--- config.mk ---
export PLATFORM = sky130hd
export DESIGN_NAME = bitop_shift_unit
export DESIGN_NICKNAME = d
export VERILOG_FILES = /design/src/rtl/bsu_pkg.sv /design/src/rtl/bsu_logic.sv /design/src/rtl/bsu_szp.sv /design/src/rtl/bsu_step.sv /design/src/rtl/bitop_shift_unit.sv
export SDC_FILE = /design/constraint.sdc
export NUM_CORES = 1
export LEC_CHECK = 0
export BUFFER_PORTS_ARGS = -buffer_cell sky130_fd_sc_hd__buf_2
export CORE_ASPECT_RATIO = 0.8
export CORE_UTILIZATION = 55
export CTS_BUF_LIST = sky130_fd_sc_hd__clkbuf_4
export CTS_CLUSTER_DIAMETER = 30
export DETAILED_ROUTE_END_ITERATION = 16
export GPL_ROUTABILITY_DRIVEN = 0
export PLACE_DENSITY_LB_ADDON = 0.25
export SLEW_MARGIN = 20
export SYNTH_ARGS = -nofsm -noshare
export SYNTH_HDL_FRONTEND = slang
export SYNTH_SLANG_ARGS = --single-unit
--- constraint.sdc ---
create_clock -name clk -period 3.2 [get_ports clk]
set_input_delay 0 -clock clk [delete_from_list [all_inputs] [get_ports clk]]
set_output_delay 0 -clock clk [all_outputs]
set_load 0.01 [all_outputs]
--- src/rtl/bsu_pkg.sv ---
package bsu_pkg;
   typedef enum logic [3:0] {
      OP_AND  = 4'd0,
      OP_OR   = 4'd1,
      OP_XOR  = 4'd2,
      OP_NOT  = 4'd3,
      OP_TEST = 4'd4,
      OP_SHL  = 4'd5,
      OP_SAL  = 4'd6,
      OP_SHR  = 4'd7,
      OP_SAR  = 4'd8,
      OP_ROL  = 4'd9,
      OP_ROR  = 4'd10,
      OP_RCL  = 4'd11,
      OP_RCR  = 4'd12,
      OP_U13  = 4'd13,
      OP_U14  = 4'd14,
      OP_U15  = 4'd15
   } bsu_op_e;

   localparam int NFLAGS = 5;
   localparam int F_CF = 0;
   localparam int F_PF = 1;
   localparam int F_ZF = 2;
   localparam int F_SF = 3;
   localparam int F_OF = 4;

   function automatic logic op_is_bitwise(bsu_op_e o);
      return (o == OP_AND) || (o == OP_OR) || (o == OP_XOR) ||
             (o == OP_NOT) || (o == OP_TEST);
   endfunction

   function automatic logic op_is_step(bsu_op_e o);
      return (o >= OP_SHL) && (o <= OP_RCR);
   endfunction

   function automatic logic op_is_rotate(bsu_op_e o);
      return (o >= OP_ROL) && (o <= OP_RCR);
   endfunction

   function automatic logic op_is_leftward(bsu_op_e o);
      return (o == OP_SHL) || (o == OP_SAL) || (o == OP_ROL) || (o == OP_RCL);
   endfunction
endpackage

--- src/rtl/bsu_logic.sv ---
module bsu_logic
   import bsu_pkg::*;
#(
   parameter int DW = 16
) (
   input  bsu_op_e          op,
   input  logic [DW-1:0]    a,
   input  logic [DW-1:0]    b,
   output logic [DW-1:0]    y
);
   always_comb begin
      unique case (op)
         OP_AND, OP_TEST: y = a & b;
         OP_OR:           y = a | b;
         OP_XOR:          y = a ^ b;
         OP_NOT:          y = ~a;
         default:         y = a;
      endcase
   end
endmodule

--- src/rtl/bsu_szp.sv ---
module bsu_szp #(
   parameter int DW = 16,
   parameter int BW = 8
) (
   input  logic          wide,
   input  logic [DW-1:0] val,
   output logic          zf,
   output logic          sf,
   output logic          pf
);
   always_comb begin
      zf = wide ? (val == '0) : (val[BW-1:0] == '0);
      sf = wide ? val[DW-1] : val[BW-1];
      pf = ~^val[7:0];
   end
endmodule

--- src/rtl/bsu_step.sv ---
module bsu_step
   import bsu_pkg::*;
#(
   parameter int DW = 16,
   parameter int BW = 8
) (
   input  bsu_op_e       op,
   input  logic          wide,
   input  logic [DW-1:0] val,
   input  logic          cin,
   output logic [DW-1:0] val_n,
   output logic          cout
);
   // lane 0 = byte width, lane 1 = word width
   for (genvar g = 0; g < 2; g++) begin : g_lane
      localparam int W = (g == 0) ? BW : DW;
      logic [DW-1:0] lane_out;
      logic          lane_co;
      always_comb begin
         logic [W-1:0] lv;
         logic [W-1:0] nv;
         lv = val[W-1:0];
         unique case (op)
            OP_SHL, OP_SAL: begin nv = {lv[W-2:0], 1'b0};     lane_co = lv[W-1]; end
            OP_SHR:         begin nv = {1'b0, lv[W-1:1]};     lane_co = lv[0];   end
            OP_SAR:         begin nv = {lv[W-1], lv[W-1:1]};  lane_co = lv[0];   end
            OP_ROL:         begin nv = {lv[W-2:0], lv[W-1]};  lane_co = lv[W-1]; end
            OP_ROR:         begin nv = {lv[0], lv[W-1:1]};    lane_co = lv[0];   end
            OP_RCL:         begin nv = {lv[W-2:0], cin};      lane_co = lv[W-1]; end
            OP_RCR:         begin nv = {cin, lv[W-1:1]};      lane_co = lv[0];   end
            default:        begin nv = lv;                    lane_co = cin;     end
         endcase
         lane_out = DW'(nv);
      end
   end

   assign val_n = wide ? g_lane[1].lane_out : g_lane[0].lane_out;
   assign cout  = wide ? g_lane[1].lane_co  : g_lane[0].lane_co;
endmodule

--- src/rtl/bitop_shift_unit.sv ---
module bitop_shift_unit
   import bsu_pkg::*;
#(
   parameter int DW     = 16,
   parameter int CNT_W  = 5,
   parameter int CREG_W = 8
) (
   input  logic              clk,
   input  logic              rst_n,
   input  logic              start,
   input  logic [3:0]        op,
   input  logic              is_word,
   input  logic [DW-1:0]     dst_in,
   input  logic [DW-1:0]     src_in,
   input  logic              cnt_sel,
   input  logic [CREG_W-1:0] cnt_reg,
   input  logic [NFLAGS-1:0] flags_in,
   output logic [DW-1:0]     result,
   output logic              wr_en,
   output logic [NFLAGS-1:0] flags_out,
   output logic              busy,
   output logic              done
);
   localparam int BW = DW / 2;

   if (DW < 16 || (DW % 2) != 0) begin : g_bad_dw
      $error("bitop_shift_unit: DW must be even and at least 16");
   end
   if (CREG_W < CNT_W || CNT_W < 1) begin : g_bad_cnt
      $error("bitop_shift_unit: CREG_W must cover CNT_W");
   end
   if (CREG_W > CNT_W) begin : g_cnt_hi
      logic unused_cnt_hi;
      assign unused_cnt_hi = ^cnt_reg[CREG_W-1:CNT_W];
   end

   function automatic logic [DW-1:0] size_cut(logic [DW-1:0] v, logic wide);
      return wide ? v : {{(DW-BW){1'b0}}, v[BW-1:0]};
   endfunction

   bsu_op_e             op_e, op_q;
   logic                word_q, cf_w, one_q;
   logic [NFLAGS-1:0]   fin_q;
   logic [DW-1:0]       work;
   logic [CNT_W-1:0]    rem, n_start;
   logic                start_ok;

   assign op_e     = bsu_op_e'(op);
   assign start_ok = start && !busy;
   assign n_start  = cnt_sel ? cnt_reg[CNT_W-1:0] : CNT_W'(1);

   // bitwise path
   logic [DW-1:0] lres, lres_m;
   logic          l_zf, l_sf, l_pf;
   bsu_logic #(.DW(DW)) u_logic (.op(op_e), .a(dst_in), .b(src_in), .y(lres));
   assign lres_m = size_cut(lres, is_word);
   bsu_szp #(.DW(DW), .BW(BW)) u_szp_l (
      .wide(is_word), .val(lres_m), .zf(l_zf), .sf(l_sf), .pf(l_pf));

   // stepping path
   logic [DW-1:0] st_val;
   logic          st_cf, s_zf, s_sf, s_pf, st_msb, st_msb2;
   bsu_step #(.DW(DW), .BW(BW)) u_step (
      .op(op_q), .wide(word_q), .val(work), .cin(cf_w),
      .val_n(st_val), .cout(st_cf));
   bsu_szp #(.DW(DW), .BW(BW)) u_szp_s (
      .wide(word_q), .val(st_val), .zf(s_zf), .sf(s_sf), .pf(s_pf));
   assign st_msb  = word_q ? st_val[DW-1] : st_val[BW-1];
   assign st_msb2 = word_q ? st_val[DW-2] : st_val[BW-2];

   logic [NFLAGS-1:0] fl_fin, fl_bit;
   always_comb begin
      fl_fin       = fin_q;
      fl_fin[F_CF] = st_cf;
      if (one_q)
         fl_fin[F_OF] = op_is_leftward(op_q) ? (st_msb ^ st_cf) : (st_msb ^ st_msb2);
      if (!op_is_rotate(op_q)) begin
         fl_fin[F_ZF] = s_zf;
         fl_fin[F_SF] = s_sf;
         fl_fin[F_PF] = s_pf;
      end
   end

   always_comb begin
      if (op_e == OP_NOT) begin
         fl_bit = flags_in;
      end else begin
         fl_bit       = '0;
         fl_bit[F_ZF] = l_zf;
         fl_bit[F_SF] = l_sf;
         fl_bit[F_PF] = l_pf;
      end
   end

   always_ff @(posedge clk) begin
      if (!rst_n) begin
         busy      <= 1'b0;
         done      <= 1'b0;
         wr_en     <= 1'b0;
         result    <= '0;
         flags_out <= '0;
         work      <= '0;
         cf_w      <= 1'b0;
         rem       <= '0;
         one_q     <= 1'b0;
         op_q      <= OP_AND;
         word_q    <= 1'b0;
         fin_q     <= '0;
      end else begin
         done  <= 1'b0;
         wr_en <= 1'b0;
         if (start_ok) begin
            op_q   <= op_e;
            word_q <= is_word;
            fin_q  <= flags_in;
            if (op_is_bitwise(op_e)) begin
               result    <= lres_m;
               flags_out <= fl_bit;
               done      <= 1'b1;
               wr_en     <= (op_e != OP_TEST);
            end else if (op_is_step(op_e) && n_start != '0) begin
               busy  <= 1'b1;
               work  <= size_cut(dst_in, is_word);
               cf_w  <= flags_in[F_CF];
               rem   <= n_start;
               one_q <= (n_start == CNT_W'(1));
            end else begin
               result    <= size_cut(dst_in, is_word);
               flags_out <= flags_in;
               done      <= 1'b1;
               wr_en     <= op_is_step(op_e);
            end
         end else if (busy) begin
            work <= st_val;
            cf_w <= st_cf;
            rem  <= rem - CNT_W'(1);
            if (rem == CNT_W'(1)) begin
               busy      <= 1'b0;
               done      <= 1'b1;
               wr_en     <= 1'b1;
               result    <= st_val;
               flags_out <= fl_fin;
            end
         end
      end
   end

   // ---------------- assertions ----------------
   p_test_nowrite_r3: assert property (@(posedge clk) disable iff (!rst_n)
      done && op_q == OP_TEST |-> !wr_en);

   p_not_flags_r2: assert property (@(posedge clk) disable iff (!rst_n)
      done && op_q == OP_NOT |-> flags_out == fin_q);

   p_bitwise_cfof_r4: assert property (@(posedge clk) disable iff (!rst_n)
      done && (op_q == OP_AND || op_q == OP_OR || op_q == OP_XOR || op_q == OP_TEST)
      |-> !flags_out[F_CF] && !flags_out[F_OF]);

   p_byte_upper_r10: assert property (@(posedge clk) disable iff (!rst_n)
      done && !word_q |-> result[DW-1:BW] == '0);

   p_step_rate_r11: assert property (@(posedge clk) disable iff (!rst_n)
      busy && rem > CNT_W'(1) |=> busy && rem == $past(rem) - CNT_W'(1));

   p_ignore_busy_r11: assert property (@(posedge clk) disable iff (!rst_n)
      busy && start |=> op_q == $past(op_q) && word_q == $past(word_q));

   p_done_idle_r11: assert property (@(posedge clk) disable iff (!rst_n)
      done |-> !busy);

   p_rot_pop_r8: assert property (@(posedge clk) disable iff (!rst_n)
      busy && (op_q == OP_ROL || op_q == OP_ROR) |=>
      $countones(work) == $countones($past(work)));
endmodule

# Word-level counts from Yosys, hierarchy flattened
# Cells that the tools add are included.
[totals] register_bits=57 latch_bits=0 ramBits=0 mem_bits_ro=0 out_inout_bits=24 wordCells=126 n_memories=0
[op_classes] addsub=1 mul=0 div=0 n_lt_le_gt_ge=4 n_eq_ne=18 n_shift=0 n_mux=54 n_bitwise=7 reduce_logical=30
[op_table] operator="two-way mux 16 bit" count=12
[op_table] operator="case mux 16 bit (7 select lines)" count=1
[op_table] operator="case mux 16 bit (4 select lines)" count=1
[op_table] operator="case mux 8 bit (7 select lines)" count=1
[op_table] operator="two-way mux 5 bit" count=11
[op_table] operator="logical NOT 16 bit" count=2
[op_table] operator="two-way mux 1 bit" count=25
[op_table] operator="== test 4 bit (second input constant)" count=5
[op_table] operator="bitwise AND 16 bit" count=1
[op_table] operator="== test 4 x 3 -> 1 bit (second input constant)" count=4
[op_table] operator="logical NOT 8 bit" count=2
[op_table] operator="inverter 16 bit" count=1
[op_table] operator="OR 16 bit" count=1
[op_table] operator="XNOR reduction 8 bit" count=2
[op_table] operator="XOR 16 bit" count=1
[op_table] operator="== test 5 x 1 -> 1 bit (second input constant)" count=2
[op_table] operator="AND reduction 3 bit" count=3
[op_table] operator="== test 4 x 2 -> 1 bit (second input constant)" count=2
[op_table] operator="less-or-equal comparator 4 bit (second input constant)" count=2
[op_table] operator="OR reduction 4 bit" count=2
[op_table] operator="logical OR 1 bit" count=7
[op_table] operator="nonzero test 5 bit" count=1
[op_table] operator="subtractor 5 x 1 -> 5 bit (second input constant)" count=1
[op_table] operator="== test 4 x 1 -> 1 bit (second input constant)" count=1
[op_table] operator="other kinds (16)" count=23

# Longest topological paths before layout
# Gate-level depths: netlist of run 1.
[depth] depth_word=11 mapped_depth=14

# By module
# A second synthesis of run 1 with hierarchy kept.
[hier_totals] hier_cells=679 hier_area_um2=5262.5
[by_module_without_submodules] mod="bitop_shift_unit" n_inst=1 cells_each=349 area_each_um2=3056.7
[by_module_without_submodules] mod="bsu_logic" n_inst=1 cells_each=194 area_each_um2=1293.7
[by_module_without_submodules] mod="bsu_step" n_inst=1 cells_each=92 area_each_um2=606.8
[by_module_without_submodules] mod="bsu_szp" n_inst=2 cells_each=22 area_each_um2=152.6

# Worst setup path before layout of run 1
# OpenSTA, ideal clock, no wires.
[synth_timing] path_kind="reg-to-reg" startpoint="reg op_q[0]" endpoint="reg flags_out[2]" t_arrival_ps=2334 slack_ps=782 stages_incl_launch_ff=13 n_path_buf=2 synth_period_minus_slack_ps=2418 cell_sequence="dfxtp_1 buf_2 o21a_1 xnor2_1 clkbuf_1 a222oi_1 ha_1 nand4_1 a31oi_1 o21ai_0 nor3_1 a31oi_1 o31ai_2"
[synth_via] elab_chain_cells=10 word_cells_on_any_way=22
[synth_lines] element="start: declaration" line_no="bitop_shift_unit.sv:41" source="bsu_op_e op_e, op_q;"
[synth_lines] element="start signal: assignment" line_no="bitop_shift_unit.sv:113" source="op_q <= op_e;"
[synth_lines] element="== test 4 x 3 -> 1 bit" line_no="bsu_step.sv:23" source="unique case (op)"
[synth_lines] element="OR reduction 2 bit" line_no="bsu_step.sv:23"
[synth_lines] element="case mux 8 bit (7 select lines) or case mux 16 bit (7 select lines) (tied branches)" line_no="bsu_step.sv:23"
[synth_lines] element="two-way mux 16 bit" line_no="bsu_step.sv:37" source="assign val_n = wide ? g_lane[1].lane_out : g_lane[0].lane_out;"
[synth_lines] element="logical NOT 16 bit or logical NOT 8 bit (tied branches)" line_no="bsu_szp.sv:12" source="zf = wide ? (val == '0) : (val[BW-1:0] == '0);"
[synth_lines] element="two-way mux 1 bit" line_no="bsu_szp.sv:12"
[synth_lines] element="two-way mux 3 bit (*)" line_no="bitop_shift_unit.sv:77" source="if (!op_is_rotate(op_q)) begin"
[synth_lines] element="two-way mux 5 bit (*)" line_no="bitop_shift_unit.sv:137" source="if (rem == CNT_W'(1)) begin"
[synth_lines] element="two-way mux 5 bit (*)" line_no="bitop_shift_unit.sv:133" source="end else if (busy) begin"
[synth_lines] element="two-way mux 5 bit (*)" line_no="bitop_shift_unit.sv:112" source="if (start_ok) begin"
[synth_lines] element="end signal: assignment" line_no="bitop_shift_unit.sv:118" source="flags_out <= fl_bit;"
[synth_lines] element="end signal: assignment" line_no="bitop_shift_unit.sv:129" source="flags_out <= flags_in;"
[synth_lines] element="end signal: assignment" line_no="bitop_shift_unit.sv:142" source="flags_out <= fl_fin;"
[synth_lines] element="end: declaration" line_no="bitop_shift_unit.sv:20" source="output logic [NFLAGS-1:0] flags_out,"
# Mark *: on every way between the ends. The rest lies on a longest branch, timed or not. The select of a mux whose other input is x is not followed.
# A chain may end at the register's enable or synchronous reset.

# Final worst setup path of run 1
[layout_timing] startpoint="reg op_q[1]" endpoint="reg flags_out[2]"
# The elaborated chain is that of the path after synthesis.

==> results by stage, run 1 <==
Clock tree:
- The number of setup buffers added after CTS is 0.
- CTS placed an instance of clkbuf_4 at the clock tree root.
- The number of buffers added by the clock tree synthesis step is 5.
- For this design, the sink count on the clock tree is 56.
- The clock reaches the later pin of the worst-skew pair after between 300 and 400 ps.
- The H-tree depth is 2.
- The total of cells resized after clock tree synthesis is 0.
- No sink is reached through more buffers than the 2 on the longest clock path.
- Clock-pin slew was measured on the worst setup and hold paths at approximately 170 ps.
- The CTS tree is yes.

Timing:
- The number of hold violations in the final report is 0.
- Headroom to the max-slew limit came out at 0.437.
- The final setup slack of the worst path is around 210 ps.
- The worst clock skew is 18.9 ps.
- Setup repair after global routing left no endpoint under its margin.
- Timing would allow up to about 330 MHz.
- After layout, the minimum clock period comes to between 2000 and 3000 ps.
- In the finished design, the share of the clock period the worst path needs comes to 0.935.
- Hold timing on the final database bottoms out at a slack of ~5.2 ps.
- Setup violations remaining at the end of the flow were counted as 0.
- The setup TNS is 0 ps.
- For the pin with the worst max-slew slack, the measured transition is 845 ps.
- The max-slew violation count is 0.

Worst setup path:
- Data arrives at the worst endpoint at between 3000 and 4000 ps.
- The required time of the worst setup path is 3520 ps.
- For flop-to-flop paths, the worst setup slack is between 200 and 250 ps.
- The kind of cell with the highest combined delay along the critical path is compound AO/OA/AOI/OAI gates.
- The worst-path maximum fanout is 12.
- The slowest stage of the critical path belongs to the cell dfxtp_1.
- The total buffers and inverters traversed by the critical path is 1.
- The signal on the critical path passes through o21a_1, xnor2_1, buf_4, a222oi_1, ha_1, nand4_1, a31oi_1, o21ai_0, nor3_1, a31oi_1, o31ai_2.
- The largest single stage delay on the critical path is 610 ps.
- The worst setup path is of the reg -> reg kind.
- STA classifies the critical path startpoint as a flip-flop.
- The cell that appears most often on the critical path is a31oi_1.
- The kind of end point of the critical path is a flip-flop.

Yosys:
- In this run, distinct cell masters in the synthesized netlist total 64.
- By area the synthesized netlist is led by dfxtp_1 (23%), a21oi_1 (12%), ha_1 (11%).
- The area fraction in and, or, nand and nor cells after synthesis is 0.121.
- Synthesis produced about 660 cells.
- Of the post-synthesis cell area, the dominant cell type holds 0.233.
- Of the total synthesized cell area, the portion taken by XOR and XNOR cells is 0.0215.
- During synthesis, Yosys emitted a total of 0 warnings.
- The synthesized netlist occupies a cell area of approximately 0.0048 mm^2.
- Averaged over all synthesized cells, the footprint is roughly 7.3 um^2.
- The share of synthesized area spent on multiplexers is 0.0462.
- The dominant combinational cell family by area after synthesis is compound AO/OA/AOI/OAI gates.
- dfxtp_1 takes more of the synthesized area than any other cell.
- The number of synthesized register bits is 56.
- The number of nets handed over by synthesis was around 750.
- Counting flops with a built-in enable in the synthesized netlist gives 0.
- The share of synthesized flip-flops with an asynchronous set or reset is 0.
- The most instantiated flip-flop cell in the synthesis netlist is dfxtp_1.
- The share of synthesized area occupied by flip-flops and latches is 0.233.
- The adder-cell share of the synthesized area is 0.109.
- The post-synthesis compound-gate area fraction is 0.366.

Place:
- In this run the tool buffered the top-level ports with 74 buffer cells.
- The placed wire-length estimate after detailed placement is 10.5 mm.
- The worst-case setup slack after placement is 350 ps.
- The placed cell count is 807.

Detailed routing:
- Using the TritonRoute via totals, the vias-per-cell ratio works out to about 6.5.
- The routed wire length is roughly 15 mm.
- The violation count after the first detailed-route iteration is ~420.
- The number of routed nets with antenna violations is 0.
- For this run, design rule violations remaining after detail routing come to 0.
- The number of iterations in the first detailed-routing pass is 6.
- The detailed-route wire length per cell is between 15 and 20 um.
- The overall via count from detail_route is about 5400.

Die:
- The die is 107 um wide.
- The initial utilization of the core area, before any placement, comes to 0.568.
- The die boundary height is 85.7 um.
- For this design the top-level I/O count stands at 78.
- The area of the die is between 0.009 and 0.01 mm^2.
- The core box area is 0.00848 mm^2.
- In this run the core area contains 30 standard-cell rows.

Pwr:
- In this run the static leakage power is approximately 2.4 nW.
- The share of total power dissipated in sequential elements is 0.405.
- Cell internal power was estimated by the tool at around 1.3 mW.
- VDD sags by at most roughly 270 uV.
- The completed layout was analyzed and its total power is around 2.1 mW.
- Power spread over the standard cell area amounts to between 300 and 400 mW/mm^2.
- The net load switching power is 0.813 mW.
- The combinational group share of total power is 0.405.
- The clock power share is 0.190.
- The switching part of the total power is 0.386.

Layout:
- The library cell used most frequently in the layout, excluding fill and tap cells, is a21oi_1.
- Excluding fillers, the count of instances in the completed layout stands at just over 800.
- Of the cells placed in the final design, the portion with a size suffix greater than 1 is 0.159.
- Compared with the post-synthesis result, the final layout area differs by 12.7%.
- In the layout the commonest cells are a21oi_1 (112), buf_2 (74), inv_1 (67), o21ai_0 (59), dfxtp_1 (56).
- The final net count is ~810.
- The antenna diode count is 0.

GRT:
- Entering global routing, the biggest net connects 37 pins.
- After global routing the overflow that remains totals 0.
- The initial antenna violation count is 0.
- In the global route stage, overall resource usage came out at 0.322.
- The via count of the first global-routing pass is about 5000.
- The first global-routing pass estimated ~24 mm of wire.

Min path:
- The worst hold path belongs to the class in -> reg.

Flow run:
- The count of maximum capacitance violations is 0.

Run status:
- The run finished with clean final reports.
==> cell families (layout without fill, tap and decap cells) <==
family                     after synthesis  in the layout
AOI/OAI and AO/OA                      282            282
xor gates and xnor gates                11             11
and+or+nand+nor                        122            122
DFF                                     56             56
adders and majority gates               42             42
muxes                                   22             22
buffers and inverters                  121            181
==> flip-flops by register name (all words and copies together), names as in the netlist <==
register   cells
work          16
op_q           4
cf_w           1
one_q          1
fin_q          4
done           1
wr_en          1
flags_out      5
word_q         1
result        16
busy           1
rem            5
==> power by group through the flow <==
stage,Sequential (mW),Clock [mW],Combinational [mW]
4_1_cts,0.849,0.400,0.837
3_5_place_dp,0.865,0,0.818
2_1_floorplan,0.850,0,0.586
3_3_place_gp,0.861,0,0.792
5_1_grt,0.862,0.431,0.939
6_report,0.854,0.400,0.854
==> cells in the mapped netlist (all sizes together) (15+ instances only) <==
cell type and count:
nor2 33, ha 42, mux2i 20, clkbuf 32, dfxtp 56, a21oi 114, o22ai 23, a211oi 15
nand2 38, o21ai 62, buf 21, inv 68
==> final cells by class <==
class	instances	area (um^2)
inverters	68	255
repair buffers	105	636
multi-input cells	479	3200
flip-flops and latches	56	1120
clock inverters	2	35.0
well taps	112	140
fillers	795	3050
clock buffers	6	45.0
==> per-stage QoR <==
step	util	instance area [um^2]
final	0.640	5430
after global routing	0.640	5430
after CTS	0.640	5430
after detailed placement	0.616	5220
after global placement	0.616	5220
after floorplan	-	4820
==> metal layers <==
layer / part of all wire / routed length [um] / global-route usage / vias up
li1: - / - / - / 2500
met1: 0.42 / 6190 / 0.422 / 2530
met2: 0.46 / 6720 / 0.531 / 287
met3: 0.089 / 1300 / 0.0486 / 38
met4: 0.027 / 399 / 0.132 / 0
met5: 0 / 0 / 0 / -
==> worst paths after layout <==
path,cells after the start,start,endpoint
worst max-delay path,11,op_q[1],flags_out[2]
worst min-delay path,5,flags_in[0],cf_w
worst max register to register,11,op_q[1],flags_out[2]
worst min register to register,2,flags_out[1],flags_out[1]
==> worst min-delay path: cells and delay by family <==
family / cells / cell delay (ps)
and+or+nand+nor: 2 / 90
buffers and inverters: 1 / 110
AOI/OAI and AO/OA: 2 / 160
==> repair_timing <==
action                                  in CTS  in global routing
hold buffers                                13                  0
endpoints found under the setup margin       0                  0
hold endpoints to repair                    14                  0
No activity file was read; power rests on OpenSTA's default activity.
==> inputs of run 2 (changes only) <==
--- a/config.mk
+++ b/config.mk
@@ -5,13 +5,13 @@
 export SDC_FILE = /design/constraint.sdc
 export NUM_CORES = 1
 export LEC_CHECK = 0
+export ABC_CLOCK_PERIOD_IN_PS = 2900
 export BUFFER_PORTS_ARGS = -buffer_cell sky130_fd_sc_hd__buf_2
 export CORE_ASPECT_RATIO = 0.8
 export CORE_UTILIZATION = 55
 export CTS_BUF_LIST = sky130_fd_sc_hd__clkbuf_4
 export CTS_CLUSTER_DIAMETER = 30
 export DETAILED_ROUTE_END_ITERATION = 16
-export GPL_ROUTABILITY_DRIVEN = 0
 export PLACE_DENSITY_LB_ADDON = 0.25
 export SLEW_MARGIN = 20
 export SYNTH_ARGS = -nofsm -noshare
==> constraint.sdc (replaced) <==
create_clock -name clk -period 2.9 [get_ports clk]
set_input_delay 0 -clock clk [delete_from_list [all_inputs] [get_ports clk]]
set_output_delay 0 -clock clk [all_outputs]
set_load 0.01 [all_outputs]
==> results by stage, run 2 (synthesis gave the netlist of run 1 again) <==
Run status:
- The run finished with clean final reports.

Place:
- The placed wire-length estimate after detailed placement is 10.8 mm (+2.8%).
- The number of buffers inserted by port buffering came to 74 (unchanged).
- The area of placed instances was 0.00530 mm^2 (+1.5%).
- The worst-case setup slack after placement is 277 ps (-72.4 ps).
- The placed cell count is 816 (+1.1%).
- At the end of routability-driven placement, the weighted congestion stood at about 0.94.

Worst setup path:
- The most numerous cell type found on the critical path is a31oi_1.
- Among cell families on the critical path, the largest total delay comes from compound AO/OA/AOI/OAI gates.
- The total buffers and inverters traversed by the critical path is 0 (-1).
- The required time of the worst setup path is 3220 ps (-300 ps).
- By startpoint and endpoint, the worst setup path is classified as reg -> reg.
- The type of origin of the critical path is a flip-flop.
- The largest incremental delay on the critical path is 540 ps (-70 ps).
- The critical path starts at op_q[0].
- Walking the worst path, the cells encountered are o21a_1, xnor2_1, a222oi_1, ha_1, nand4_1, a31oi_1, o21ai_0, nor3_1, a31oi_1, o31ai_2.
- The signal arrival time at the worst endpoint is 3050 ps (-260 ps).
- STA classifies the critical path endpoint as a flip-flop.
- The worst-path maximum fanout is 9 (-3).
- The start of the worst register-to-register path is op_q[0].
- The slowest library cell on the worst path is dfxtp_1.

Die:
- The area of the die is 0.00914 mm^2 (unchanged).
- The horizontal extent of the die is 107 um (unchanged).
- The die boundary height is 85.7 um (unchanged).
- The starting density of the core is 0.568 (unchanged).
- The number of top-level pins came to 78 (unchanged).
- The number of standard-cell rows in the floorplan is 30 (unchanged).
- The core box area was 0.00848 mm^2 (unchanged).

GRT:
- The maximum number of pins on one net before global-route repair came to 42 (+14%).
- The wire length of the first global-routing pass is 23.9 mm (+0.72%).
- The global-route congestion overflow total is 0 (unchanged).
- The via count of the first global-routing pass is 4997 (+0.71%).
- The initial antenna violation count is 0 (unchanged).
- The overall fraction of global-route tracks in use is 0.325 (+0.00261).

Detailed routing:
- The post-route DRC violation count came to 0 (unchanged).
- The detailed-route wire length per cell is 17.8 um (+0.65%).
- The routed wire length is 14.9 mm (+2.0%).
- The average via count per standard cell is 6.31 (-2.5%).
- The number of iterations in the first detailed-routing pass is 7 (+1).
- The overall via count from detail_route came to 5290 (-1.2%).
- The number of routed nets with antenna violations was 0 (unchanged).
- The violation count after the first detailed-route iteration came to 414 (-1.2%).

Timing:
- The worst slack on hold paths is 0.196 ps (-5.04 ps).
- The count of final setup violators came to 0 (unchanged).
- The normalized max-slew margin came to 0.483 (+0.0460).
- The max-slew violation count is 0 (unchanged).
- The number of hold violations in the final report came to 0 (unchanged).
- Setup repair after global routing left no endpoint under its margin.
- The time the worst path needs with I/O delays and setup was 2730 ps (-265 ps).
- The final critical-path share of the clock period is 0.940 (+0.00518).
- The fmax is 367 MHz (+9.7%).
- The final setup slack of the worst path is 174 ps (-34.5 ps).
- The worst-margin pin slew is 775 ps (-70.6 ps).
- The worst clock skew is 16.6 ps (-2.33 ps).
- The setup TNS was 0 ps (unchanged).

Layout:
- The largest registers in the layout are result (16), work (16).
- The fill cell instance count of the final layout is 762 (-4.2%).
- The share of post-route cells with drive strength above 1 is 0.169 (+0.00997).
- The final core utilization is 0.649 (+0.00900).
- The final net count was 822 (+1.4%).
- The final cell area excluding filler cells is 0.00551 mm^2 (+1.4%).
- Leaving out fill and tap cells, the most frequent cell in the layout is a21oi_1.
- The top cell types in the final layout, fill and taps aside, are a21oi_1 (112), buf_2 (74), inv_1 (67), o21ai_0 (59), dfxtp_1 (56).
- The filler-free cell count of the finished design is 839 (+1.3%).
- The growth of design area from synthesis to finish is 14.3%.
- The antenna diode count is 0 (unchanged).

Flow run:
- The count of maximum capacitance violations is 0 (unchanged).

Pwr:
- The total leakage power is 2.47 nW (+1.9%).
- The power per cell area was 411 mW/mm^2 (+6.0%).
- The net load switching power was 0.918 mW (+13%).
- The internal power summed over all cells was 1.35 mW (+4.1%).
- The maximum ir drop on the vdd rail is 265 uV (-1.5%).
- The register share of total power was 0.417 (+0.012).
- The post-layout total power is 2.27 mW (+7.5%).
- The clock power share came to 0.159 (-0.031).
- The switching part of the total power is 0.405 (+0.0195).
- The combinational group share of total power is 0.424 (+0.019).

Min path:
- The startpoint identified for the worst hold timing path is dst_in[7].
- The worst hold-check path type is in -> reg.

Clock tree:
- The number of sinks handled by clock tree synthesis is 56 (unchanged).
- The insertion delay to the later sink of the worst-skew pair is 390 ps (about the same).
- The number of buffers added by the clock tree synthesis step was 5 (unchanged).
- The maximum root-to-sink buffer count is 2 (unchanged).
- The CTS clock-pin slew for the worst setup and hold paths is 170 ps (about the same).
- The CTS tree is yes.
- The H-tree depth is 2 (unchanged).
- The clock root buffer is clkbuf_4.
==> run 2: layer usage <==
layer	GRT usage	up-vias	wire length, um
li1	-	2518	-
met1	0.427	2478	6560
met2	0.552	265	6920
met3	0.0471	29	1150
met4	0.0959	0	261
met5	0	-	0
==> run 2: repair_timing <==
action | in CTS | in global routing
setup endpoints to repair | 0 | 1
hold endpoints to repair | 16 | 0
buffers inserted | 0 | 0
hold buffers | 15 | 0
resized for setup | 0 | 0
==> run 2: area by class of cell <==
cell class | instances | area (um^2) | area share
multi-input cells | 479 | 3200 | 0.581
flip-flops and latches | 56 | 1120 | 0.203
repair buffers | 116 | 736 | 0.134
inverters | 68 | 255 | 0.0463
well taps | 112 | 140 | 0.0254
clock buffers | 5 | 37.5 | 0.00681
clock inverters | 3 | 18.8 | 0.00341
==> run 2: path summary, 6_finish.rpt <==
check	end	slack, ps	cells after the start
setup / recovery	flags_out[2]	170	10
hold reg to reg	fin_q[4]	470	2
hold / removal	work[7]	0.2	3
setup reg to reg	flags_out[2]	170	10
==> run 2: power by group through the flow <==
| stage | registers [mW] | clock network (mW) | logic (mW) |
|---|---|---|---|
| after floorplan | 0.938 | 0 | 0.647 |
| after global placement | 0.954 | 0 | 0.897 |
| after detailed placement | 0.956 | 0 | 0.920 |
| after CTS | 0.940 | 0.361 | 0.942 |
| after global routing | 0.953 | 0.382 | 1.06 |
| final | 0.944 | 0.361 | 0.961 |
==> run 2: worst reg2reg max path: cells and delay by family (launching register included) <==
kind	cells	cell delay, ps
adder cells (fa/ha/maj)	1	230
AO/OA/AOI/OAI	6	1400
XOR/XNOR	1	200
flip-flops	1	540
AND/OR/NAND/NOR	2	300
